## config.mk

```make
export PLATFORM = sky130hd
export DESIGN_NAME = pcmPort
export DESIGN_NICKNAME = d
export VERILOG_FILES = /design/src/rtl/pcmPortPkg.sv /design/src/rtl/pcmPortCtrl.sv /design/src/rtl/pcmPortDatapath.sv /design/src/rtl/pcmPort.sv
export SDC_FILE = /design/constraint.sdc
export NUM_CORES = 1
export LEC_CHECK = 0
export BUFFER_PORTS_ARGS = -buffer_cell sky130_fd_sc_hd__buf_2
export CAP_MARGIN = 20
export CORE_ASPECT_RATIO = 1.2
export CORE_MARGIN = 8
export CORE_UTILIZATION = 27
export DETAILED_ROUTE_END_ITERATION = 8
export PLACE_DENSITY_LB_ADDON = 0.12
export SYNTH_ARGS = -nofsm -noshare
export SYNTH_HDL_FRONTEND = slang
export SYNTH_SLANG_ARGS = --single-unit
```

## constraint.sdc

```tcl
create_clock -name clk -period 2.11 [get_ports clk]
set_input_delay 0.1055 -clock clk [delete_from_list [all_inputs] [get_ports clk]]
set_output_delay 0.1055 -clock clk [all_outputs]
set_load 0.02 [all_outputs]
```

## src/rtl/pcmPortPkg.sv

```systemverilog
package pcmPortPkg;

  // Strobes and frame state passed from control to datapath
  typedef struct packed {
    logic txLoad;   // latch samples and drive first bit
    logic txShift;  // advance to next transmit bit
    logic txDrive;  // transmit slot running
    logic txPk;     // transmit frame uses packed layout
    logic rxShift;  // shift one received bit
    logic rxCap1;   // channel 1 byte complete
    logic rxCap2;   // channel 2 byte complete
    logic rxPk;     // receive frame uses packed layout
  } pcmStrobe_t;

endpackage

```

## src/rtl/pcmPortCtrl.sv

```systemverilog
module pcmPortCtrl
  import pcmPortPkg::*;
#(
  parameter int SAMPLE_W    = 8,
  parameter int WAKE_CYCLES = 64
) (
  input  logic       clk,
  input  logic       rstN,
  input  logic       pwrDn,
  input  logic       packedMode,
  input  logic       bclk,
  input  logic       fsTx,
  input  logic       fsRx,
  output pcmStrobe_t strb
);

  localparam int FRAME_MAX = 2 * SAMPLE_W;
  localparam int CNT_W     = $clog2(FRAME_MAX);
  localparam int WAKE_W    = $clog2(WAKE_CYCLES + 1);
  localparam logic [CNT_W-1:0] LAST_SPLIT  = CNT_W'(SAMPLE_W - 1);
  localparam logic [CNT_W-1:0] LAST_PACKED = CNT_W'(FRAME_MAX - 1);

  // bus sampling
  logic bclkQ1, bclkQ2, fsTxQ, fsRxQ;
  logic bclkRise, bclkFall;

  always_ff @(posedge clk or negedge rstN) begin
    if (!rstN) begin
      bclkQ1 <= 1'b0;
      bclkQ2 <= 1'b0;
      fsTxQ  <= 1'b0;
      fsRxQ  <= 1'b0;
    end else begin
      bclkQ1 <= bclk;
      bclkQ2 <= bclkQ1;
      fsTxQ  <= fsTx;
      fsRxQ  <= fsRx;
    end
  end

  assign bclkRise = bclkQ1 & ~bclkQ2;
  assign bclkFall = ~bclkQ1 & bclkQ2;

  // settling timer
  logic [WAKE_W-1:0] wakeCnt;
  logic              ready;

  always_ff @(posedge clk or negedge rstN) begin
    if (!rstN)                           wakeCnt <= '0;
    else if (pwrDn)                      wakeCnt <= '0;
    else if (wakeCnt != WAKE_W'(WAKE_CYCLES)) wakeCnt <= wakeCnt + 1'b1;
  end

  assign ready = (wakeCnt == WAKE_W'(WAKE_CYCLES));

  // transmit framing
  logic             fsTxPrev, txPend, txActive, txPk;
  logic [CNT_W-1:0] txCnt, txLast;

  assign txLast = txPk ? LAST_PACKED : LAST_SPLIT;

  always_ff @(posedge clk or negedge rstN) begin
    if (!rstN) begin
      fsTxPrev <= 1'b0;
      txPend   <= 1'b0;
      txActive <= 1'b0;
      txPk     <= 1'b0;
      txCnt    <= '0;
    end else if (pwrDn) begin
      fsTxPrev <= 1'b0;
      txPend   <= 1'b0;
      txActive <= 1'b0;
      txCnt    <= '0;
    end else begin
      if (bclkFall) begin
        fsTxPrev <= fsTxQ;
        if (fsTxQ && !fsTxPrev && ready) txPend <= 1'b1;
      end
      if (bclkRise) begin
        if (txPend) begin
          txPend   <= 1'b0;
          txActive <= 1'b1;
          txCnt    <= '0;
          txPk     <= packedMode;
        end else if (txActive) begin
          if (txCnt == txLast) txActive <= 1'b0;
          else                 txCnt    <= txCnt + 1'b1;
        end
      end
    end
  end

  // receive framing
  logic             fsRxPrev, rxActive, rxPk;
  logic [CNT_W-1:0] rxCnt, rxLast;

  assign rxLast = rxPk ? LAST_PACKED : LAST_SPLIT;

  always_ff @(posedge clk or negedge rstN) begin
    if (!rstN) begin
      fsRxPrev <= 1'b0;
      rxActive <= 1'b0;
      rxPk     <= 1'b0;
      rxCnt    <= '0;
    end else if (pwrDn) begin
      fsRxPrev <= 1'b0;
      rxActive <= 1'b0;
      rxCnt    <= '0;
    end else if (bclkFall) begin
      fsRxPrev <= fsRxQ;
      if (rxActive) begin
        if (rxCnt == rxLast) rxActive <= 1'b0;
        else                 rxCnt    <= rxCnt + 1'b1;
      end
      if (fsRxQ && !fsRxPrev && ready) begin
        rxActive <= 1'b1;
        rxCnt    <= '0;
        rxPk     <= packedMode;
      end
    end
  end

  // strobes to datapath
  logic rxStep;
  assign rxStep = bclkFall & rxActive & ~pwrDn;

  always_comb begin
    strb         = '0;
    strb.txLoad  = bclkRise & txPend & ~pwrDn;
    strb.txShift = bclkRise & txActive & ~txPend & (txCnt != txLast) & ~pwrDn;
    strb.txDrive = txActive;
    strb.txPk    = txPk;
    strb.rxShift = rxStep;
    strb.rxCap1  = rxStep & (rxCnt == LAST_SPLIT);
    strb.rxCap2  = rxStep & (rxCnt == rxLast);
    strb.rxPk    = rxPk;
  end

endmodule

```

## src/rtl/pcmPortDatapath.sv

```systemverilog
module pcmPortDatapath
  import pcmPortPkg::*;
#(
  parameter int SAMPLE_W = 8
) (
  input  logic                clk,
  input  logic                rstN,
  input  logic                pwrDn,
  input  pcmStrobe_t          strb,
  input  logic [SAMPLE_W-1:0] txSample1,
  input  logic [SAMPLE_W-1:0] txSample2,
  input  logic                rxPin1,
  input  logic                rxPin2,
  output logic                txPin1,
  output logic                txOe1,
  output logic                txPin2,
  output logic                txOe2,
  output logic [SAMPLE_W-1:0] rxSample1,
  output logic [SAMPLE_W-1:0] rxSample2,
  output logic                rxValid1,
  output logic                rxValid2
);

  localparam int FW    = 2 * SAMPLE_W;
  localparam int N_CH  = 2;

  // transmit shifters: pin 1 holds both bytes for packed layout
  logic [FW-1:0]       txSh1;
  logic [SAMPLE_W-1:0] txSh2;

  always_ff @(posedge clk or negedge rstN) begin
    if (!rstN) begin
      txSh1 <= '0;
      txSh2 <= '0;
    end else if (strb.txLoad) begin
      txSh1 <= {txSample1, txSample2};
      txSh2 <= txSample2;
    end else if (strb.txShift) begin
      txSh1 <= {txSh1[FW-2:0], 1'b0};
      txSh2 <= {txSh2[SAMPLE_W-2:0], 1'b0};
    end
  end

  assign txPin1 = txSh1[FW-1];
  assign txPin2 = txSh2[SAMPLE_W-1];
  assign txOe1  = strb.txDrive & ~pwrDn;
  assign txOe2  = strb.txDrive & ~strb.txPk & ~pwrDn;

  // receive pins, aligned with bus sampling in control
  logic rxPinQ1, rxPinQ2;
  logic [SAMPLE_W-2:0] rxSh1, rxSh2;

  always_ff @(posedge clk or negedge rstN) begin
    if (!rstN) begin
      rxPinQ1 <= 1'b0;
      rxPinQ2 <= 1'b0;
      rxSh1   <= '0;
      rxSh2   <= '0;
    end else begin
      rxPinQ1 <= rxPin1;
      rxPinQ2 <= rxPin2;
      if (strb.rxShift) begin
        rxSh1 <= {rxSh1[SAMPLE_W-3:0], rxPinQ1};
        rxSh2 <= {rxSh2[SAMPLE_W-3:0], rxPinQ2};
      end
    end
  end

  logic [SAMPLE_W-1:0] chNext [N_CH];
  logic                chCap  [N_CH];
  logic [SAMPLE_W-1:0] chData [N_CH];
  logic                chVal  [N_CH];

  always_comb begin
    chNext[0] = strb.rxPk ? {rxSh2, rxPinQ2} : {rxSh1, rxPinQ1};
    chNext[1] = {rxSh2, rxPinQ2};
    chCap[0]  = strb.rxCap1;
    chCap[1]  = strb.rxCap2;
  end

  for (genvar ch = 0; ch < N_CH; ch++) begin : g_rxCh
    always_ff @(posedge clk or negedge rstN) begin
      if (!rstN) begin
        chData[ch] <= '0;
        chVal[ch]  <= 1'b0;
      end else begin
        chVal[ch] <= chCap[ch];
        if (chCap[ch]) chData[ch] <= chNext[ch];
      end
    end
  end

  assign rxSample1 = chData[0];
  assign rxSample2 = chData[1];
  assign rxValid1  = chVal[0];
  assign rxValid2  = chVal[1];

endmodule

```

## src/rtl/pcmPort.sv

```systemverilog
module pcmPort
  import pcmPortPkg::*;
#(
  parameter int SAMPLE_W    = 8,
  parameter int WAKE_CYCLES = 64
) (
  input  logic                clk,
  input  logic                rstN,
  input  logic                pwrDn,
  input  logic                packedMode,
  input  logic                bclk,
  input  logic                fsTx,
  input  logic                fsRx,
  input  logic [SAMPLE_W-1:0] txSample1,
  input  logic [SAMPLE_W-1:0] txSample2,
  input  logic                rxPin1,
  input  logic                rxPin2,
  output logic                txPin1,
  output logic                txOe1,
  output logic                txPin2,
  output logic                txOe2,
  output logic [SAMPLE_W-1:0] rxSample1,
  output logic [SAMPLE_W-1:0] rxSample2,
  output logic                rxValid1,
  output logic                rxValid2
);

  pcmStrobe_t strb;

  pcmPortCtrl #(.SAMPLE_W(SAMPLE_W), .WAKE_CYCLES(WAKE_CYCLES)) u_ctrl (
    .clk(clk), .rstN(rstN), .pwrDn(pwrDn), .packedMode(packedMode),
    .bclk(bclk), .fsTx(fsTx), .fsRx(fsRx), .strb(strb)
  );

  pcmPortDatapath #(.SAMPLE_W(SAMPLE_W)) u_dp (
    .clk(clk), .rstN(rstN), .pwrDn(pwrDn), .strb(strb),
    .txSample1(txSample1), .txSample2(txSample2),
    .rxPin1(rxPin1), .rxPin2(rxPin2),
    .txPin1(txPin1), .txOe1(txOe1), .txPin2(txPin2), .txOe2(txOe2),
    .rxSample1(rxSample1), .rxSample2(rxSample2),
    .rxValid1(rxValid1), .rxValid2(rxValid2)
  );

endmodule

```

* Word-level counts from Yosys, hierarchy flattened
Cells that the tools add are included.
** Word-level totals
- Word-level logic and storage cells :: 109
- Output and inout bits :: 22
- Input port bits :: 25
- Bits in registers :: 84
** Operators by class
- Bitwise operators :: 20
- Add/subtract/negate cells :: 3
- Reduce and logical (&&, ||, !) cells :: 16
- Equality and inequality tests :: 8
- Multiplexer cells :: 38
** Operators by type and width (count)
- 4-bit 2-to-1 mux :: 12
- 16-bit 2-to-1 mux :: 2
- 8-bit 2-to-1 mux :: 3
- 1-bit 2-to-1 mux :: 19
- 1-bit bitwise AND :: 15
- 7-bit 2-to-1 mux :: 2
- 3-bit AND reduction :: 4
- 4-bit by 1-bit adder with 4-bit output (second input constant) :: 2
- 4-bit equality test :: 2
- 2-bit nonzero test :: 4
- 7-bit by 1-bit adder with 7-bit output (second input constant) :: 1
- 7-bit equality test (second input constant) :: 1
- 7-bit != test (second input constant) :: 1
- 3-bit nonzero test :: 2
- 1-bit inverter :: 5
- 4-bit by 3-bit equality test with 1-bit output (second input constant) :: 1
- 1-bit logical AND :: 4
- 4-bit != test :: 1
- 3-bit by 2-bit != test with 1-bit output (second input constant) :: 1
- 3-bit != test (second input constant) :: 1
- 1-bit zero test :: 2

* Depth between registers and ports, before layout
- Depth in word-level cells :: 8
- Gate-level depth with buffers :: 8
- Gate-level depth less buffers :: 6

* Cells and area by module
A second synthesis with hierarchy kept.
** Unflattened totals
- Cells, all modules :: 295
- Area, all modules :: 3392.0 sq um
** Modules (own cells, without submodules)
- pcmPortDatapath :: cells each 156, sequential area each 1251.2 sq um, instances 1, area an instance 2039.5 sq um
- pcmPortCtrl :: cells each 139, sequential area each 650.6 sq um, instances 1, area an instance 1352.5 sq um

* Least setup slack after synthesis
OpenSTA, ideal clock, no wires.
- Path kind :: register -> register
- Start :: reg u_ctrl.wakeCnt[5]
- End :: reg u_ctrl.rxPk
- Library setup time :: 0.125 ns
- Required time :: 1.985 ns
- Path buffers :: 0
- Data arrival time :: 1.658 ns
- Stages on the path, launching flop included :: 5
- Slack :: 0.327 ns
- Period minus slack after synthesis :: 1.783 ns
- Cell sequence :: dfrtp_1 or4b_4 or3_4 nor2_1 mux2_2
** Between the ends
- Longest elaborated chain between the ends :: 3
** RTL lines
- from (decl) :: RTL line pcmPortCtrl.sv:45 : logic [WAKE_W-1:0] wakeCnt;
- from (signal assigned) :: RTL line pcmPortCtrl.sv:51 : else if (wakeCnt != WAKE_W'(WAKE_CYCLES)) wakeCnt <= wakeCnt + 1'b1;
- 7-bit equality test :: RTL line pcmPortCtrl.sv:54 : assign ready = (wakeCnt == WAKE_W'(WAKE_CYCLES));
- 1-bit logical AND :: RTL line pcmPortCtrl.sv:115 : if (fsRxQ && !fsRxPrev && ready) begin
- 3-bit AND reduction (no line)
- to (signal assigned) :: RTL line pcmPortCtrl.sv:118 : rxPk <= packedMode;
- to (decl) :: RTL line pcmPortCtrl.sv:94 : logic fsRxPrev, rxActive, rxPk;
No other way between the ends.
A chain may end at the register's enable or synchronous reset.

* Worst setup path after layout
- Start :: reg u_ctrl.wakeCnt[5]
- End :: reg u_ctrl.rxCnt[2]
** Between the ends
- Longest elaborated chain between the ends :: 5
- Elaborated cells on any way between the ends :: 8
- Those cells by class :: eq/ne: 2; mux: 3; reduce/logical: 3
** RTL lines
- 7-bit equality test * :: RTL line pcmPortCtrl.sv:54
- 1-bit logical AND * :: RTL line pcmPortCtrl.sv:115
- 4-bit 2-to-1 mux :: RTL line pcmPortCtrl.sv:115
- 4-bit 2-to-1 mux :: RTL line pcmPortCtrl.sv:109 : end else if (bclkFall) begin
- 4-bit 2-to-1 mux :: RTL line pcmPortCtrl.sv:105 : end else if (pwrDn) begin
- to (signal assigned) :: RTL line pcmPortCtrl.sv:113 : else rxCnt <= rxCnt + 1'b1;
- to (decl) :: RTL line pcmPortCtrl.sv:95 : logic [CNT_W-1:0] rxCnt, rxLast;
Mark *: on every way between the ends. The rest lies on a longest branch, timed or not. The select of a mux whose other input is x is not followed.

==> results by group <==
Status
  • Result of the run: complete, no violations

STA
  • Final clock skew: 0.00449 ns
  • Max-slew violations: 0
  • Final setup fails: 0
  • Fmax: 539 MHz
  • Final hold violation count: 0
  • Least-Margin Pin Slew: approximately 0.43 ns
  • RSZ-0062 raised after global routing: false
  • Fin crit period: 1.86 ns
  • Final cycle utilization of the critical path: between 80 and 90%
  • Final TNS setup: 0 ns
  • Slew headroom: a little under three quarters

Cells and area
  • Fin cells: 489
  • Number of fill cells: 1229
  • Layout Nets: 352
  • N_diodes: 0
  • Synthesis-to-finish area growth: 27.8%
  • Layout cells sized above 1: 39.3%
  • Multi-input gate area: 1360 sq um
  • Sequential cell area: approximately 1900 sq um

Floorplanning
  • Cell row count: 44
  • # IOs: 47
  • Die Ht: roughly 140 um
  • Die ar.: 16300 sq um
  • Horiz. Die Dim: 118 um
  • Starting density of the core: about 28%
  • Core ar.: roughly 12000 sq um

Worst setup path
  • Reg-to-reg critical path startpoint: u_ctrl.wakeCnt[5]$_DFFE_PN0P_
  • Crit path max-delay family: simple AND/OR/NAND/NOR gates
  • Worst endpoint required time: between 2 and 2.5 ns
  • Crit-path slowest cell: or4b_4
  • Worst-path cell chain: or4b_4, or3_4, o311a_4, a211o_1
  • CP bufs+invs: 0
  • Crit end category: flip-flop
  • CP arrival: 2.07 ns
  • Slowest stage delay, CP: 0.52 ns
  • Worst setup path startpoint: u_ctrl.wakeCnt[5]$_DFFE_PN0P_
  • Setup crit start kind: flip-flop
  • Critical path class: reg2reg
  • Critical-path maximum fanout: 4

Clock tree
  • Clock buffer count from CTS: 9
  • Clock root buffer: clkbuf_16
  • Clk slew on worst S/H paths: 0.06 ns
  • CTS H-tree depth: 3
  • Clk buf depth: 2
  • CTS tree: built
  • Worst-Skew Late Latency: ~0.33 ns
  • CTS Sinks: 76

Route
  • WL/cell: 14.1 um
  • DRT Pass-1 Iters: 4
  • Vias/cell: ~4.4
  • Routed Antenna Nets: 0
  • Final wirelength: 6910 um
  • DRC: 0
  • Vias: 2156
  • Initial DRC count: 122

Place
  • Placed cell count: around 470
  • DP HPWL: 4690 um
  • Port Buffer Count: 46
  • Placer Congestion: a little under 0.7

Logic synthesis
  • Flops & latches, synth: 76
  • Commonest cells post-synth: dfrtp_1, mux2_2, nand2_1, inv_1
  • Count leader, synth: dfrtp_1
  • Async S/R FF share, synth: 100%
  • Mapped Nets: between 200 and 300
  • Library cells used by synthesis: just over 40
  • Gate Count Post-Synth: 261
  • EDFF count, synth: 0
  • Average size of a mapped cell: 12.9 sq um
  • Top cells by area, synth: dfrtp_1, mux2_2, mux2i_1, mux2_1, nand2_1
  • Primary FF master, synth: dfrtp_1
  • Largest area contributor in the netlist: dfrtp_1
  • Sequential share of the synthesized area: ~57%
  • Top cell type's share of synthesized area: 56.7%
  • Mapped Area: 3360 sq um
  • Synth Warn #: 0

GRT
  • All-Layer GR Usage: under 10%
  • Gr ovfl total: 0
  • Vias in the first global route: between 2000 and 2500
  • Global-route wire length before repair: between 10000 and 15000 um
  • Largest net degree at the start of global routing: 77
  • Antenna violations before repair: 0

Power
  • Sw Pwr: 0.706 mW
  • LEAKAGE: 2.13 nW
  • Pwr per Cell Area: 830 nW/um^2
  • Pint: 2.85 mW
  • Sw Share: 19.9%
  • Register share of total power: 42.2%
  • Power Total: 3.56 mW
  • Maximum vdd ir drop: ~420 uV
  • Gate power share: 3.8%
  • Clock Power Share: 54.0%

Worst hold path
  • Beginning of the worst hold path: packedMode
  • Min-delay worst type: in2reg

Flow run
  • Max_cap viols: 0
[final timing paths]
| check | endpoint | slack, ns | cells after the start |
|---|---|---|---|
| max | u_ctrl.rxCnt[2]$_DFFE_PN0P_ | 0.25 | 4 |
| min | u_ctrl.rxPk$_DFFE_PN0P_ | 0.07 | 2 |
| max reg2reg | u_ctrl.rxCnt[2]$_DFFE_PN0P_ | 0.25 | 4 |
| min reg2reg | u_dp.rxSample1[6]$_DFFE_PN0P_ | 0.47 | 2 |
| max in group asynchronous | u_ctrl.rxCnt[3]$_DFFE_PN0P_ | 1.43 | 3 |
| min in group asynchronous | u_dp.rxSample2[6]$_DFFE_PN0P_ | 0.34 | 3 |
[power by group through the flow]
stage | Combinational (mW) | Sequential (mW) | Clock (mW)
floorplan | 0.0585 | 1.52 | 0
global placement | 0.131 | 1.53 | 0
detailed placement | 0.130 | 1.53 | 0
CTS | 0.140 | 1.50 | 1.98
global route | 0.157 | 1.50 | 2.04
finish | 0.135 | 1.50 | 1.92
[kinds of logic (layout without fill, tap and decap cells)]
family,Yosys count,in the layout,share of synthesized area [%]
adder cells (fa/ha/maj),4,4,1.49
flip-flops,76,76,56.7
XOR/XNOR,8,8,2.09
multiplexers,65,65,21.4
buffers and inverters,23,90,3.32
AO/OA/AOI/OAI,29,29,5.81
AND/OR/NAND/NOR,56,56,9.21
[metal layers]
layer  wire length, um  track usage, %  up-vias
li1                  -               -     1042
met1              3080            10.7     1054
met2              3220            13.9       49
met3               512            3.75       11
met4                95            4.05        0
met5                 0               0        -
[flip-flops by register name (all words and copies together), names as in the netlist]
name and count:
u_ctrl.fsRxQ 1, u_ctrl.bclkQ2 1, u_ctrl.rxCnt 4, u_dp.rxSample1 8
u_ctrl.txPend 1, u_dp.txSh2 7, u_dp.rxPinQ2 1, u_dp.rxSh1 7
u_dp.rxSh2 7, u_dp.rxPinQ1 1, u_dp.rxValid2 1, u_ctrl.txCnt 4
u_ctrl.rxPk 1, u_dp.rxValid1 1, u_ctrl.fsTxPrev 1, u_ctrl.txActive 1
u_ctrl.rxActive 1, u_ctrl.txPk 1, u_ctrl.wakeCnt 7, u_dp.txSh1 9
u_dp.rxSample2 8, u_ctrl.fsRxPrev 1, u_ctrl.bclkQ1 1, u_ctrl.fsTxQ 1
[through the flow]
step                instance area, sq um  setup WS (ns)  utilization, %  hold WS, ns
global placement                    3840          0.250            31.7        0.174
detailed placement                  3840          0.255            31.7        0.171
global route                        4290          0.133            35.4       0.0727
finish                              4290          0.253            35.4       0.0651
CTS                                 4290          0.229            35.4       0.0648
floorplan                           3360          0.327               -       -0.190
[what timing repair did]
action,in CTS,in global routing
buffers inserted,0,0
hold buffers,7,0
gates resized for setup,0,0
hold endpoints to repair,82,0
[cell type report]
cell class / count / area share, %
Multi-Input combinational cell: 162 / 31.7
Tap cell: 161 / 4.70
Clock inverter: 6 / 3.15
Inverter: 12 / 1.05
Clock buffer: 10 / 5.57
Timing Repair Buffer: 62 / 9.51
Sequential cell: 76 / 44.3
[placed cells by master (no fill, tap or decap), types with 7 or more instances in the layout]
cell type,Yosys,layout
clkbuf_16,0,9
mux2_2,49,49
nand2_1,15,15
dfrtp_1,76,76
buf_4,3,7
buf_2,5,45
o21ai_0,10,10
dlygate4sd3_1,0,7
mux2i_1,10,10
inv_1,12,12
nor2_1,10,10
No activity file was read; power rests on OpenSTA's default activity.
